===== src/rtl/rtc_irq_pkg.sv =====
package rtc_irq_pkg;
  localparam int REG_W   = 8;
  localparam int NUM_EVT = 3;

  // flag vector order; bit i of the vector lands at status bit FLAG_LSB+i
  localparam int EV_UPD = 0;
  localparam int EV_ALM = 1;
  localparam int EV_PER = 2;

  localparam int STAT_IRQ_BIT = 7;
  localparam int FLAG_LSB     = 4;

  localparam int CTL_HOLD_BIT = 7;
  localparam int CTL_PEN_BIT  = 6;
  localparam int CTL_AEN_BIT  = 5;
  localparam int CTL_UEN_BIT  = 4;
  localparam int CTL_FMT_BIT  = 2;
  localparam int CTL_H24_BIT  = 1;

  typedef struct packed {
    logic hold;
    logic pen;
    logic aen;
    logic uen;
    logic fmt;
    logic h24;
  } ctl_t;
endpackage


===== src/rtl/rtc_alarm_match.sv =====
module rtc_alarm_match #(
  parameter int BYTE_W    = 8,
  parameter int NUM_BYTES = 3
) (
  input  logic [NUM_BYTES*BYTE_W-1:0] time_i,
  input  logic [NUM_BYTES*BYTE_W-1:0] alarm_i,
  output logic                        match_o
);
  localparam int TOP = BYTE_W - 1;

  logic [NUM_BYTES-1:0] hit;

  for (genvar b = 0; b < NUM_BYTES; b++) begin : g_byte
    logic [BYTE_W-1:0] t_b;
    logic [BYTE_W-1:0] a_b;
    logic              wild;
    assign t_b  = time_i[b*BYTE_W +: BYTE_W];
    assign a_b  = alarm_i[b*BYTE_W +: BYTE_W];
    assign wild = a_b[TOP] & a_b[TOP-1];
    assign hit[b] = wild | (a_b == t_b);
  end

  assign match_o = &hit;
endmodule


===== src/rtl/rtc_flag_bank.sv =====
module rtc_flag_bank #(
  parameter int N = 3
) (
  input  logic         clk,
  input  logic         rst_n,
  input  logic [N-1:0] evt_i,
  input  logic         clr_i,
  output logic [N-1:0] flag_o
);
  logic [N-1:0] flag_d;
  logic [N-1:0] flag_q;

  for (genvar i = 0; i < N; i++) begin : g_flag
    always_comb begin
      flag_d[i] = evt_i[i] | (flag_q[i] & ~clr_i);
    end

    always_ff @(posedge clk or negedge rst_n) begin
      if (!rst_n) flag_q[i] <= 1'b0;
      else        flag_q[i] <= flag_d[i];
    end
  end

  assign flag_o = flag_q;
endmodule


===== src/rtl/rtc_ctl_reg.sv =====
module rtc_ctl_reg
  import rtc_irq_pkg::*;
(
  input  logic             clk,
  input  logic             rst_n,
  input  logic             wr_i,
  input  logic [REG_W-1:0] wdata_i,
  output ctl_t             ctl_o,
  output logic [REG_W-1:0] rdata_o
);
  logic hold_q, pen_q, aen_q, uen_q, fmt_q, h24_q;
  logic hold_d, pen_d, aen_d, uen_d;
  logic hold_rise;

  assign hold_rise = wr_i & wdata_i[CTL_HOLD_BIT] & ~hold_q;

  always_comb begin
    hold_d = hold_q;
    pen_d  = pen_q;
    aen_d  = aen_q;
    uen_d  = uen_q;
    if (wr_i) begin
      hold_d = wdata_i[CTL_HOLD_BIT];
      pen_d  = wdata_i[CTL_PEN_BIT];
      aen_d  = wdata_i[CTL_AEN_BIT];
      uen_d  = wdata_i[CTL_UEN_BIT] & ~hold_rise;
    end
  end

  always_ff @(posedge clk or negedge rst_n) begin
    if (!rst_n) begin
      hold_q <= 1'b0;
      pen_q  <= 1'b0;
      aen_q  <= 1'b0;
      uen_q  <= 1'b0;
    end else begin
      hold_q <= hold_d;
      pen_q  <= pen_d;
      aen_q  <= aen_d;
      uen_q  <= uen_d;
    end
  end

  // format bits are kept through reset on purpose
  always_ff @(posedge clk) begin
    if (wr_i) begin
      fmt_q <= wdata_i[CTL_FMT_BIT];
      h24_q <= wdata_i[CTL_H24_BIT];
    end
  end

  assign ctl_o = '{hold: hold_q, pen: pen_q, aen: aen_q, uen: uen_q,
                   fmt: fmt_q, h24: h24_q};

  always_comb begin
    rdata_o               = '0;
    rdata_o[CTL_HOLD_BIT] = hold_q;
    rdata_o[CTL_PEN_BIT]  = pen_q;
    rdata_o[CTL_AEN_BIT]  = aen_q;
    rdata_o[CTL_UEN_BIT]  = uen_q;
    rdata_o[CTL_FMT_BIT]  = fmt_q;
    rdata_o[CTL_H24_BIT]  = h24_q;
  end
endmodule


===== src/rtl/rtc_irq_ctrl.sv =====
module rtc_irq_ctrl
  import rtc_irq_pkg::*;
#(
  parameter int BYTE_W   = 8,
  parameter int SYNC_LEN = 2
) (
  input  logic              clk,
  input  logic              rst_n,
  input  logic              periodic_tick_i,
  input  logic              update_done_i,
  input  logic [BYTE_W-1:0] sec_i,
  input  logic [BYTE_W-1:0] min_i,
  input  logic [BYTE_W-1:0] hr_i,
  input  logic [BYTE_W-1:0] alm_sec_i,
  input  logic [BYTE_W-1:0] alm_min_i,
  input  logic [BYTE_W-1:0] alm_hr_i,
  input  logic              ctl_wr_i,
  input  logic [REG_W-1:0]  ctl_wdata_i,
  output logic [REG_W-1:0]  ctl_rdata_o,
  input  logic              stat_rd_i,
  output logic [REG_W-1:0]  stat_rdata_o,
  output logic              irq_n_o
);
  localparam int NUM_BYTES = 3;

  // reset: asserted at once, released after SYNC_LEN edges
  logic [SYNC_LEN-1:0] rst_pipe_q;
  logic                rst_sync_n;

  always_ff @(posedge clk or negedge rst_n) begin
    if (!rst_n) rst_pipe_q <= '0;
    else        rst_pipe_q <= {rst_pipe_q[SYNC_LEN-2:0], 1'b1};
  end
  assign rst_sync_n = rst_pipe_q[SYNC_LEN-1];

  ctl_t ctl;

  rtc_ctl_reg u_ctl (
    .clk     (clk),
    .rst_n   (rst_sync_n),
    .wr_i    (ctl_wr_i),
    .wdata_i (ctl_wdata_i),
    .ctl_o   (ctl),
    .rdata_o (ctl_rdata_o)
  );

  logic alarm_hit;

  rtc_alarm_match #(.BYTE_W(BYTE_W), .NUM_BYTES(NUM_BYTES)) u_match (
    .time_i  ({hr_i, min_i, sec_i}),
    .alarm_i ({alm_hr_i, alm_min_i, alm_sec_i}),
    .match_o (alarm_hit)
  );

  logic [NUM_EVT-1:0] evt;
  logic [NUM_EVT-1:0] flags;
  logic [NUM_EVT-1:0] enables;

  always_comb begin
    evt         = '0;
    evt[EV_PER] = periodic_tick_i;
    evt[EV_ALM] = update_done_i & alarm_hit;
    evt[EV_UPD] = update_done_i;
  end

  rtc_flag_bank #(.N(NUM_EVT)) u_flags (
    .clk    (clk),
    .rst_n  (rst_sync_n),
    .evt_i  (evt),
    .clr_i  (stat_rd_i),
    .flag_o (flags)
  );

  always_comb begin
    enables         = '0;
    enables[EV_PER] = ctl.pen;
    enables[EV_ALM] = ctl.aen;
    enables[EV_UPD] = ctl.uen;
  end

  logic irq_req;
  assign irq_req = |(flags & enables);

  always_comb begin
    stat_rdata_o                              = '0;
    stat_rdata_o[STAT_IRQ_BIT]                = irq_req;
    stat_rdata_o[FLAG_LSB +: NUM_EVT]         = flags;
  end

  assign irq_n_o = ~irq_req;
endmodule


===== config.mk =====
export PLATFORM = sky130hd
export DESIGN_NAME = rtc_irq_ctrl
export DESIGN_NICKNAME = d
export VERILOG_FILES = /design/src/rtl/rtc_irq_pkg.sv /design/src/rtl/rtc_alarm_match.sv /design/src/rtl/rtc_flag_bank.sv /design/src/rtl/rtc_ctl_reg.sv /design/src/rtl/rtc_irq_ctrl.sv
export SDC_FILE = /design/constraint.sdc
export NUM_CORES = 1
export LEC_CHECK = 0
export BUFFER_PORTS_ARGS = -buffer_cell sky130_fd_sc_hd__buf_2
export CORE_ASPECT_RATIO = 0.7
export CORE_MARGIN = 10
export CORE_UTILIZATION = 31
export DETAILED_ROUTE_END_ITERATION = 10
export PLACE_DENSITY = 0.86
export SLEW_MARGIN = 15
export SYNTH_ARGS = -nofsm -noshare
export SYNTH_HDL_FRONTEND = slang
export SYNTH_SLANG_ARGS = --single-unit

===== constraint.sdc =====
create_clock -name clk -period 1.01 [get_ports clk]
set_input_delay 0.101 -clock clk [delete_from_list [all_inputs] [get_ports clk]]
set_output_delay 0.101 -clock clk [all_outputs]
set_load 0.02 [all_outputs]

**After elaboration in Yosys (flattened, before gate mapping)**

Index checks and enable logic that the tools add are counted.
W data, S select, Z words.

- Logic and storage cells: 36
- Bits in registers: 11
- Input port bits: 62
- Output and inout bits: 17

- Bitwise operators: 21
- Eq/ne operators: 3
- Reduce and logical (&&, ||, !) cells: 2

Operators by type and width:

| cell | count |
|---|---|
| $eq A8 B8 Y1 | 3 |
| $and A1 B1 Y1 | 10 |
| $or A1 B1 Y1 | 6 |
| $not A1 Y1 | 4 |
| $and A3 B3 Y3 | 1 |
| $reduce_and A3 Y1 | 1 |
| $reduce_or A3 Y1 | 1 |

**Longest topological paths before layout**

Gate-level depths: netlist (run 1).

- Depth in word-level cells: 5
- Mapped depth: 4
- Gate-level depth less buffers: 4

**Cells and area by module**

From an unflattened synthesis (run 1), not the netlist that was laid out.

- Cells, all modules: 81
- Area, all modules: 819.5 um^2

Modules (own cells, without submodules):

| module | instances | area each (um^2) | cells an instance | sequential area each (um^2) |
|---|---|---|---|---|
| rtc_ctl_reg | 1 | 322.8 | 28 | 160.2 |
| rtc_alarm_match | 1 | 280.3 | 34 | 0.0 |
| rtc_irq_ctrl | 1 | 115.1 | 12 | 50.0 |
| rtc_flag_bank | 1 | 101.3 | 7 | 75.1 |

**Worst setup path before layout (run 1)**

OpenSTA, ideal clock, no wires.

- Path type: register to output
- From: register u_flags.flag_q[1], in the netlist u_flags.flag_o[1]
- To: output stat_rdata_o[7]
- Slack: -0.558 ns
- Path buffers: 1
- Cell stages (with the launch flop): 4
- Data arrival time: 1.467 ns
- Data required time: 0.909 ns
- Cells stage by stage: dfrtp_1 > a222oi_1 > inv_1 > buf_4

- Cells in the longest elaborated chain, start to end: 2

RTL lines:

| item | line | text |
|---|---|---|
| from (decl) | rtc_flag_bank.sv:11 | `logic [N-1:0] flag_q;` |
| from (signal, indexed assignment) | rtc_flag_bank.sv:20 | `else flag_q[i] <= flag_d[i];` |
| $and A3 B3 Y3 | rtc_irq_ctrl.sv:82 | `assign irq_req = \|(flags & enables);` |
| $reduce_or A3 Y1 | rtc_irq_ctrl.sv:82 |  |
| to (decl) | rtc_irq_ctrl.sv:21 | `output logic [REG_W-1:0] stat_rdata_o,` |

No other way between the ends.

**Worst setup path after layout (run 1)**

- From: register u_ctl.aen_q
- To: output irq_n_o

- Cells in the longest elaborated chain, start to end: 3

RTL lines:

| item | line | text |
|---|---|---|
| from (decl) | rtc_ctl_reg.sv:11 | `logic hold_q, pen_q, aen_q, uen_q, fmt_q, h24_q;` |
| from (signal assigned) | rtc_ctl_reg.sv:39 | `aen_q <= aen_d;` |
| $and A3 B3 Y3 | rtc_irq_ctrl.sv:82 |  |
| $reduce_or A3 Y1 | rtc_irq_ctrl.sv:82 |  |
| $not A1 Y1 | rtc_irq_ctrl.sv:90 | `assign irq_n_o = ~irq_req;` |
| to (decl) | rtc_irq_ctrl.sv:22 | `output logic irq_n_o` |

No other way between the ends.

==> out/metrics.yaml, run 1 <==
final_layout:
  fin_nets: 213
  antennaDiodeCount: 0
  area_delta_synth_final_pct: 62.01
  final_common_cell: "buf_2"
  drive_above_1_share_pct: 58.00
  layout_common_cells: "buf_2 (65), xor2_1 (24), buf_6 (10)"
timing:
  fin_setup_tns_ns: -0.9072
  hold_viol: 0
  finalCritPeriodShare_pct: 139.4
  min_period_ns: 1.408
  maxSlewViolCount: 0
  whs_ns: 0.02012
  grt_setup_unrepaired: "true"
  setup_ws_ns: -0.3983
  setup_violations: 3
  fin_worst_skew_ns: 0.005553
  fmax_mhz: 710.1
routing:
  vias: 762
  ant_nets: 0
  routed_wirelength_mm: 2.478
  first_pass_iters: 4
  detail_route.vias_per_cell: 4.141
  drtIter0Drc: 12
  post_drt_wl_per_cell_um: 13.47
  drc: 0
die:
  fp.dieH_um: 61.72
  die_area_mm2: 0.004912
  start_util_pct: 31.83
  num_rows: 15
  core-area_mm2: 0.002421
  die_x_um: 79.60
  io_pins: 79
setup_path:
  crit_path_start_kind: "flop"
  cpPeakStageDelay_ns: 0.40
  arrival_ns: 1.31
  path_cells: "a222oi_1, buf_2"
  crit_family: "flip-flops"
  ff2ff_setup_slack_ns: 0.13
  crit_path_end: "irq_n_o"
  crit_type: "flop to primary output"
  cp_max_fo: 3
  crit_buf_inv: 1
  worstSetupPathDepth: 2
  required_ns: 0.91
  endpoint_kind: "primary output"
  cp_slowest_cell: "dfrtp_1"
  reg2reg_depth: 2
  r2r_end: "u_ctl.pen_q"
  reg2reg_from: "u_ctl.pen_q"
  critPathLaunch: "u_ctl.aen_q"
logic_synthesis:
  synth_cells: 74
  syn_area_um2: 770.7
  ys.warnings.count: 0
  avgSynthCellArea_um2: 10.42
  synth.distinct_cells: 15
  ys_seq_area_share_pct: 37.01
  synth-seq-cells: 11
pwr:
  ir_drop_mv: 0.4335
  power_density_mw_per_mm2: 990.6
  leakagePower_nw: 0.6730
global_routing:
  antenna_found_initial: 0
  grt_util_met2_pct: 17.82
  overflow: 0
  grt.met3_usage_pct: 4.598
  grtUsageMet1_pct: 9.212
  grt_pass1_wl_mm: 3.608
  grt_start_max_net_pins: 8
  grt_pass1_vias: 816
  busiest_layer: "met2"
  track_usage_pct: 9.247
clocking:
  cts_made_buffers: 3
  clock_latency_ns: 0.26
  clk_path_buf_depth: 2
  htree_levels: 1
  cts_tree: "built"
  clock-sinks: 11
  clk_pin_slew_ns: 0.07
  clock-root-buffer: "clkbuf_4"
hold_path:
  holdCritPathClass: "input port to flop"
run_status:
  status: "finished with violations"
  violations: "negative setup slack"
place:
  port_buffers: 70
  preCtsSetupSlack_ns: -0.1998
  dp_hpwl_mm: 2.247
  routabilityCongestion: 0.7965
job:
  drv_cap: 0
-- layout make-up --
class / instances / area [µm²]
multi-input combinational: 50 / 394.1
tap: 34 / 42.54
clock buffer: 4 / 26.28
timing repair buffer: 80 / 480.5
sequential: 11 / 286.5
fill: 229 / 1172
inverter: 5 / 18.77
-- worst reg2reg max path: cells and delay by family (launching register included) --
family                 cells  cell delay (ns)
buffers and inverters      1             0.13
multiplexers               1             0.24
flip-flops                 1             0.40
-- cell families (layout without fill, tap and decap cells) --
logic type	after synthesis	after routing	synth area share, %
compound gates	9	9	9.902
buf+inv	18	89	15.10
xor+xnor	24	24	27.27
mux	3	3	4.383
other cells	2	7	0.9744
flops	11	11	37.01
simple gates	7	7	5.357
-- per-stage QoR --
stage          std cells  util (%)  instance area (µm²)  power (mW)
3_5_place_dp         177     47.03                 1139      0.9192
6_report             184     51.58                 1249       1.237
3_3_place_gp         177     47.03                 1139      0.9093
5_1_grt              184     51.58                 1249       1.325
2_1_floorplan         79         -                790.8      0.7491
4_1_cts              182     50.59                 1225       1.247
-- repair_timing --
action                                  4_1_cts  5_1_grt
endpoints found under the hold margin         2        1
endpoints found under the setup margin        7        8
resized for setup                            15        3
pin swaps                                     1        0
hold buffers                                  1        1
setup buffers                                 1        3
-- synth_stat cells (all sizes together) --
cell     n  area [µm²]
mux2     3       33.78
o21ai    1       5.000
buf     13       97.59
nor4     6       37.54
o41ai    1       16.27
nand2    1       3.750
inv      5       18.77
dfrtp    9       225.2
a22oi    3       22.52
o211ai   1       7.510
conb     2       7.510
a21o     2       15.01
xor2    24       210.2
a222oi   1       10.01
edfxtp   2       60.06
-- power breakdown --
group	switching, mW	total, mW	internal, mW
Sequential	0.0236	0.509	0.485
Clock	0.135	0.288	0.153
Combinational	0.212	0.441	0.229
-- sequential cells by signal, summed over array words and instances (netlist names) --
name            flops
u_flags.flag_o      3
rst_pipe_q          2
u_ctl.aen_q         1
u_ctl.fmt_q         1
u_ctl.h24_q         1
u_ctl.hold_q        1
u_ctl.pen_q         1
u_ctl.uen_q         1
-- metal layers --
layer / wire length [µm] / share of wire [%]
met1: 877 / 35
met2: 1299 / 52
met3: 302 / 12
met4: 0 / 0
met5: 0 / 0
-- worst min-delay path by stage --
| stage | start | to | depth (start not counted) | slack [ns] |
|---|---|---|---|---|
| final | periodic_tick_i | u_flags.flag_o[2] | 2 | 0.02 |
| after global routing | ctl_wdata_i[2] | u_ctl.fmt_q | 1 | 0.01 |
| after CTS | ctl_wdata_i[1] | u_ctl.h24_q | 1 | 0.0008 |
| after detailed placement | rst_n | rst_pipe_q[0] | 1 | -0.11 |
| after global placement | rst_n | rst_pipe_q[0] | 1 | -0.11 |
| after floorplan | rst_n | rst_pipe_q[0] | 0 | -0.19 |
No activity file was read; power rests on OpenSTA's default activity.
==> inputs of run 2 (changes only) <==
--- a/config.mk
+++ b/config.mk
@@ -8,9 +8,10 @@
 export BUFFER_PORTS_ARGS = -buffer_cell sky130_fd_sc_hd__buf_2
 export CORE_ASPECT_RATIO = 0.7
 export CORE_MARGIN = 10
-export CORE_UTILIZATION = 31
+export CORE_UTILIZATION = 32
+export CTS_BUF_LIST = sky130_fd_sc_hd__clkbuf_4 sky130_fd_sc_hd__clkbuf_8
 export DETAILED_ROUTE_END_ITERATION = 10
-export PLACE_DENSITY = 0.86
+export PLACE_DENSITY = 0.88
 export SLEW_MARGIN = 15
 export SYNTH_ARGS = -nofsm -noshare
 export SYNTH_HDL_FRONTEND = slang
==> run 2 against run 1 <==
Net effect:
- routed wire length grew 15%
- setup slack gained 0.019 ns
- global-route usage grew 1.8 points
- total power grew 4.8%
- critical path type unchanged
- the run still ends with negative setup slack left
- largest power group unchanged
- clock-buffer cell count is the same
- via count grew 5.5%
- final cell count shrank 2.2%
- core utilization grew 4.4 points
==> out/metrics.yaml, run 2 (synthesis results as in run 1) <==
clocking:
  clock-sinks: 11
  clock-root-buffer: "clkbuf_4"
  clk_path_buf_depth: 2
  clock_latency_ns: 0.27
  htree_levels: 1
  cts_made_buffers: 3
  cts_tree: "built"
  clk_pin_slew_ns: 0.07
run_status:
  status: "finished with violations"
  violations: "negative setup slack"
timing:
  setup_ws_ns: -0.3797
  hold_viol: 0
  fmax_mhz: 719.6
  fin_setup_tns_ns: -0.8932
  fin_worst_skew_ns: 0.002943
  grt_setup_unrepaired: "true"
  whs_ns: 0.01147
  min_period_ns: 1.390
  maxSlewViolCount: 0
  finalCritPeriodShare_pct: 137.6
  setup_violations: 4
place:
  routabilityCongestion: 0.9149
  port_buffers: 70
  dp_hpwl_mm: 2.532
routing:
  post_drt_wl_per_cell_um: 15.78
  first_pass_iters: 4
  vias: 804
  routed_wirelength_mm: 2.840
  ant_nets: 0
  drtIter0Drc: 22
  drc: 0
  detail_route.vias_per_cell: 4.467
die:
  die_x_um: 78.66
  die_area_mm2: 0.004803
  fp.dieH_um: 61.06
  num_rows: 14
  start_util_pct: 34.65
  io_pins: 79
  core-area_mm2: 0.002225
final_layout:
  final-seq-area_um2: 286.5
  layout_common_cells: "buf_2 (64), xor2_1 (24), buf_6 (10)"
  final_common_cell: "buf_2"
  area_delta_synth_final_pct: 61.69
  largest_reg_flops: 3
  multi_input_area_um2: 405.4
  drive_above_1_share_pct: 60.14
  nFillCells: 184
  final_util_pct: 56.02
  antennaDiodeCount: 0
  fin_nets: 211
pwr:
  total_power_mw: 1.296
  ir_drop_mv: 0.2904
  power_frac_comb_pct: 35.5
  p_int_mw: 0.8976
  p_sw_mw: 0.3985
  switching_share_pct: 30.75
  power_density_mw_per_mm2: 1040
  leakagePower_nw: 0.6697
  clkPwrFrac_pct: 25.4
  seqPwrFrac_pct: 39.1
global_routing:
  antenna_found_initial: 0
  grt_pass1_vias: 946
  track_usage_pct: 11.08
  grt_pass1_wl_mm: 4.278
  overflow: 0
  grt_start_max_net_pins: 8
setup_path:
  arrival_ns: 1.29
  required_ns: 0.91
  crit_type: "flop to primary output"
  crit_path_start_kind: "flop"
  cp_max_fo: 2
  reg2reg_depth: 4
  endpoint_kind: "primary output"
hold_path:
  holdCritPathClass: "input port to flop"
  min_delay_path_depth: 1
job:
  drv_cap: 0
==> run 2: cell types whose count changed in the layout (fill, tap and decap cells not counted) <==
cell and delta:
dlygate4sd3_1 -1, clkbuf_4 +1, a22oi_1 -1, a22oi_2 +1, nor4_2 +1, nor4_1 -1
clkbuf_1 -1, buf_2 -1
==> run 2: metal layers <==
| metal | vias to the layer above | track usage (%) | part of all wire, % | routed length (µm) |
|---|---|---|---|---|
| met3 | 4 | 3.488 | 9.2 | 260 |
| met1 | 366 | 10.30 | 35 | 1002 |
| met5 | - | 0 | 0 | 0 |
| met2 | 52 | 22.08 | 54 | 1532 |
| met4 | 0 | 5.598 | 1.5 | 44 |
| li1 | 382 | - | - | - |
==> run 2: cell type report <==
cell class | instances | area share [%]
clock buffer | 4 | 2.410
timing repair buffer | 78 | 37.35
sequential | 11 | 22.99
inverter | 5 | 1.506
multi-input combinational | 50 | 32.53
tap | 32 | 3.213
==> run 2: what timing repair did <==
item,4_1_cts,5_1_grt
pin swaps,2,1
endpoints found under the setup margin,9,9
gates cloned,0,0
resized for setup,15,4
endpoints found under the hold margin,2,0
buffers inserted,2,1
hold buffers,1,0
==> run 2: worst paths after layout <==
| path | start | end | slack [ns] |
|---|---|---|---|
| setup / recovery | u_ctl.aen_q | irq_n_o | -0.38 |
| hold / removal | ctl_wdata_i[1] | u_ctl.h24_q | 0.01 |
| setup reg to reg | u_flags.flag_o[1] | u_flags.flag_o[1] | 0.12 |
| hold reg to reg | rst_pipe_q[1] | u_ctl.pen_q | 0.11 |
| max in group asynchronous | rst_pipe_q[1] | u_flags.flag_o[1] | 0.65 |
| min in group asynchronous | rst_pipe_q[1] | u_ctl.pen_q | 0.11 |
==> run 2: power groups by stage <==
stage	sequential, mW	combinational (mW)	clock (mW)
finish	0.507	0.460	0.329
detailed placement	0.515	0.411	0
CTS	0.507	0.449	0.334
floorplan	0.520	0.229	0
global route	0.512	0.494	0.344
global placement	0.512	0.391	0
==> run 2: worst max-delay path: stages, from the launching register on <==
cell	delay [ns]
dfrtp_1	0.39
a222oi_1	0.39
buf_2	0.24
==> run 2: through the flow <==
| stage | instance area, µm² | setup slack, ns | std cells |
|---|---|---|---|
| after global placement | 1129 | -0.1564 | 174 |
| after floorplan | 790.8 | -0.5497 | 79 |
| after CTS | 1217 | -0.4039 | 179 |
| after global routing | 1246 | -0.4754 | 180 |
| final | 1246 | -0.3797 | 180 |
| after detailed placement | 1129 | -0.2948 | 174 |
==> inputs of run 3 (changes only) <==
--- a/config.mk
+++ b/config.mk
@@ -6,7 +6,6 @@
 export NUM_CORES = 1
 export LEC_CHECK = 0
 export BUFFER_PORTS_ARGS = -buffer_cell sky130_fd_sc_hd__buf_2
-export CORE_ASPECT_RATIO = 0.7
 export CORE_MARGIN = 10
 export CORE_UTILIZATION = 32
 export CTS_BUF_LIST = sky130_fd_sc_hd__clkbuf_4 sky130_fd_sc_hd__clkbuf_8
==> run 3 against run 2 <==
Net effect:
- the flow still finishes with violations (negative setup slack)
- cell area up 0.40%
- die area down 0.66%
- first-iteration DRC count down 55%
- critical path depth up 1
- critical endpoint is now stat_rdata_o[7]
- largest cell class unchanged
- largest power group unchanged
==> out/metrics.yaml, run 3 (synthesis results as in run 1) <==
timing:
  fin_setup_tns_ns: -0.8026
  fmax_mhz: 729.0
  setup_violations: 3
  fin_worst_skew_ns: 0.01392
  maxSlewViolCount: 0
  hold_viol: 0
  finalCritPeriodShare_pct: 135.8
  grt_setup_unrepaired: "true"
  setup_ws_ns: -0.3618
  min_period_ns: 1.372
global_routing:
  grt_start_max_net_pins: 8
  grt_pass1_wl_mm: 3.801
  antenna_found_initial: 0
  overflow: 0
  track_usage_pct: 9.170
  grt_pass1_vias: 889
place:
  preCtsSetupSlack_ns: -0.1740
  dp_hpwl_mm: 2.159
  port_buffers: 70
  dp_cells: 170
  routabilityCongestion: 0.6902
final_layout:
  fin_nets: 213
  final_common_cell: "buf_2"
  antennaDiodeCount: 0
  nFillCells: 197
  drive_above_1_share_pct: 58.67
  largest_reg_flops: 3
  layout.cells.non_filler: 178
  layout_common_cells: "buf_2 (64), xor2_1 (24), buf_6 (11)"
  area_delta_synth_final_pct: 62.34
hold_path:
  holdCritPathClass: "input port to flop"
  worstHoldStart: "ctl_wdata_i[2]"
die:
  io_pins: 79
  die_x_um: 69.08
  core-area_mm2: 0.002255
  fp.dieH_um: 69.08
  start_util_pct: 34.18
  die_area_mm2: 0.004771
  num_rows: 17
pwr:
  switching_share_pct: 28.79
  leakagePower_nw: 0.6786
  power_density_mw_per_mm2: 1010
  p_sw_mw: 0.3638
  seqPwrFrac_pct: 40.0
  ir_drop_mv: 0.7257
  clkPwrFrac_pct: 24.6
  p_int_mw: 0.8999
  power_frac_comb_pct: 35.4
routing:
  post_drt_wl_per_cell_um: 13.49
  vias: 772
  first_pass_iters: 4
  drc: 0
  drtIter0Drc: 10
  detail_route.vias_per_cell: 4.337
  ant_nets: 0
  routed_wirelength_mm: 2.401
run_status:
  status: "finished with violations"
  violations: "negative setup slack"
setup_path:
  critPathLaunch: "u_flags.flag_o[1]"
  cp_max_fo: 2
  path_cells: "a222oi_1, inv_1, buf_2"
  crit_path_start_kind: "flop"
  cp_slowest_cell: "dfrtp_2"
  crit_type: "flop to primary output"
  reg2reg_from: "u_ctl.pen_q"
  required_ns: 0.91
  arrival_ns: 1.27
  endpoint_kind: "primary output"
  cpPeakStageDelay_ns: 0.40
clocking:
  htree_levels: 1
  clock-sinks: 11
  clk_pin_slew_ns: 0.06
  clk_path_buf_depth: 2
  cts_made_buffers: 3
  clock-root-buffer: "clkbuf_4"
  clock_latency_ns: 0.26
  cts_tree: "built"
job:
  drv_cap: 0
## run 3: cell count changes in the layout (fill, tap and decap cells not counted), sizes merged
cell | previous run | this run
buf | 77 | 78
dlygate4sd3 | 1 | 2
## run 3: metal layers
metal	GRT usage [%]	wire [µm]
met1	9.321	890
met3	6.847	357
met4	0.6652	0
met5	0	0
met2	15.32	1153
## run 3: area by class of cell
class                           instances  area (µm²)  area share (%)
Sequential cell                        11       286.5           22.90
Tap cell                               28       35.03           2.800
Clock buffer                            4       30.03           2.400
Multi-Input combinational cell         50       394.1           31.50
Inverter                                5       18.77           1.500
Timing Repair Buffer                   80       486.7           38.90
## run 3: stage by stage
stage / util (%) / hold WS [ns] / instance area, µm² / power [mW]
after global placement: 49.83 / -0.1121 / 1124 / 0.9014
after detailed placement: 49.83 / -0.1100 / 1124 / 0.9107
after global routing: 55.49 / 0.007225 / 1251 / 1.349
after CTS: 54.38 / 0.01009 / 1226 / 1.274
after floorplan: - / -0.1946 / 790.8 / 0.7491
final: 55.49 / 0.02292 / 1251 / 1.264
## run 3: path summary, 6_finish.rpt
kind | endpoint | slack, ns | cells after the start
setup / recovery | stat_rdata_o[7] | -0.36 | 3
hold / removal | u_ctl.fmt_q | 0.02 | 1
setup reg to reg | u_ctl.pen_q | 0.13 | 2
hold reg to reg | u_ctl.uen_q | 0.11 | 0
max in group asynchronous | u_flags.flag_o[1] | 0.65 | 0
min in group asynchronous | u_ctl.uen_q | 0.11 | 0
## run 3: what timing repair did
action / CTS / global route
hold buffers: 2 / 0
gates resized for setup: 14 / 5
setup endpoints to repair: 7 / 9
hold endpoints to repair: 3 / 0
pin swaps: 1 / 2
buffers inserted: 4 / 2
## run 3: worst max-delay path, delay by kind of cell, from the launching register on
family,cells,cell delay [ns]
buffers and inverters,2,0.25
AO/OA/AOI/OAI,1,0.37
flip-flops,1,0.40
## run 3: power groups by stage
stage	sequential [mW]	combinational (mW)	clock, mW
after floorplan	0.520	0.229	0
after global placement	0.514	0.387	0
after detailed placement	0.515	0.396	0
after CTS	0.505	0.441	0.328
after global routing	0.510	0.490	0.349
final	0.506	0.447	0.311
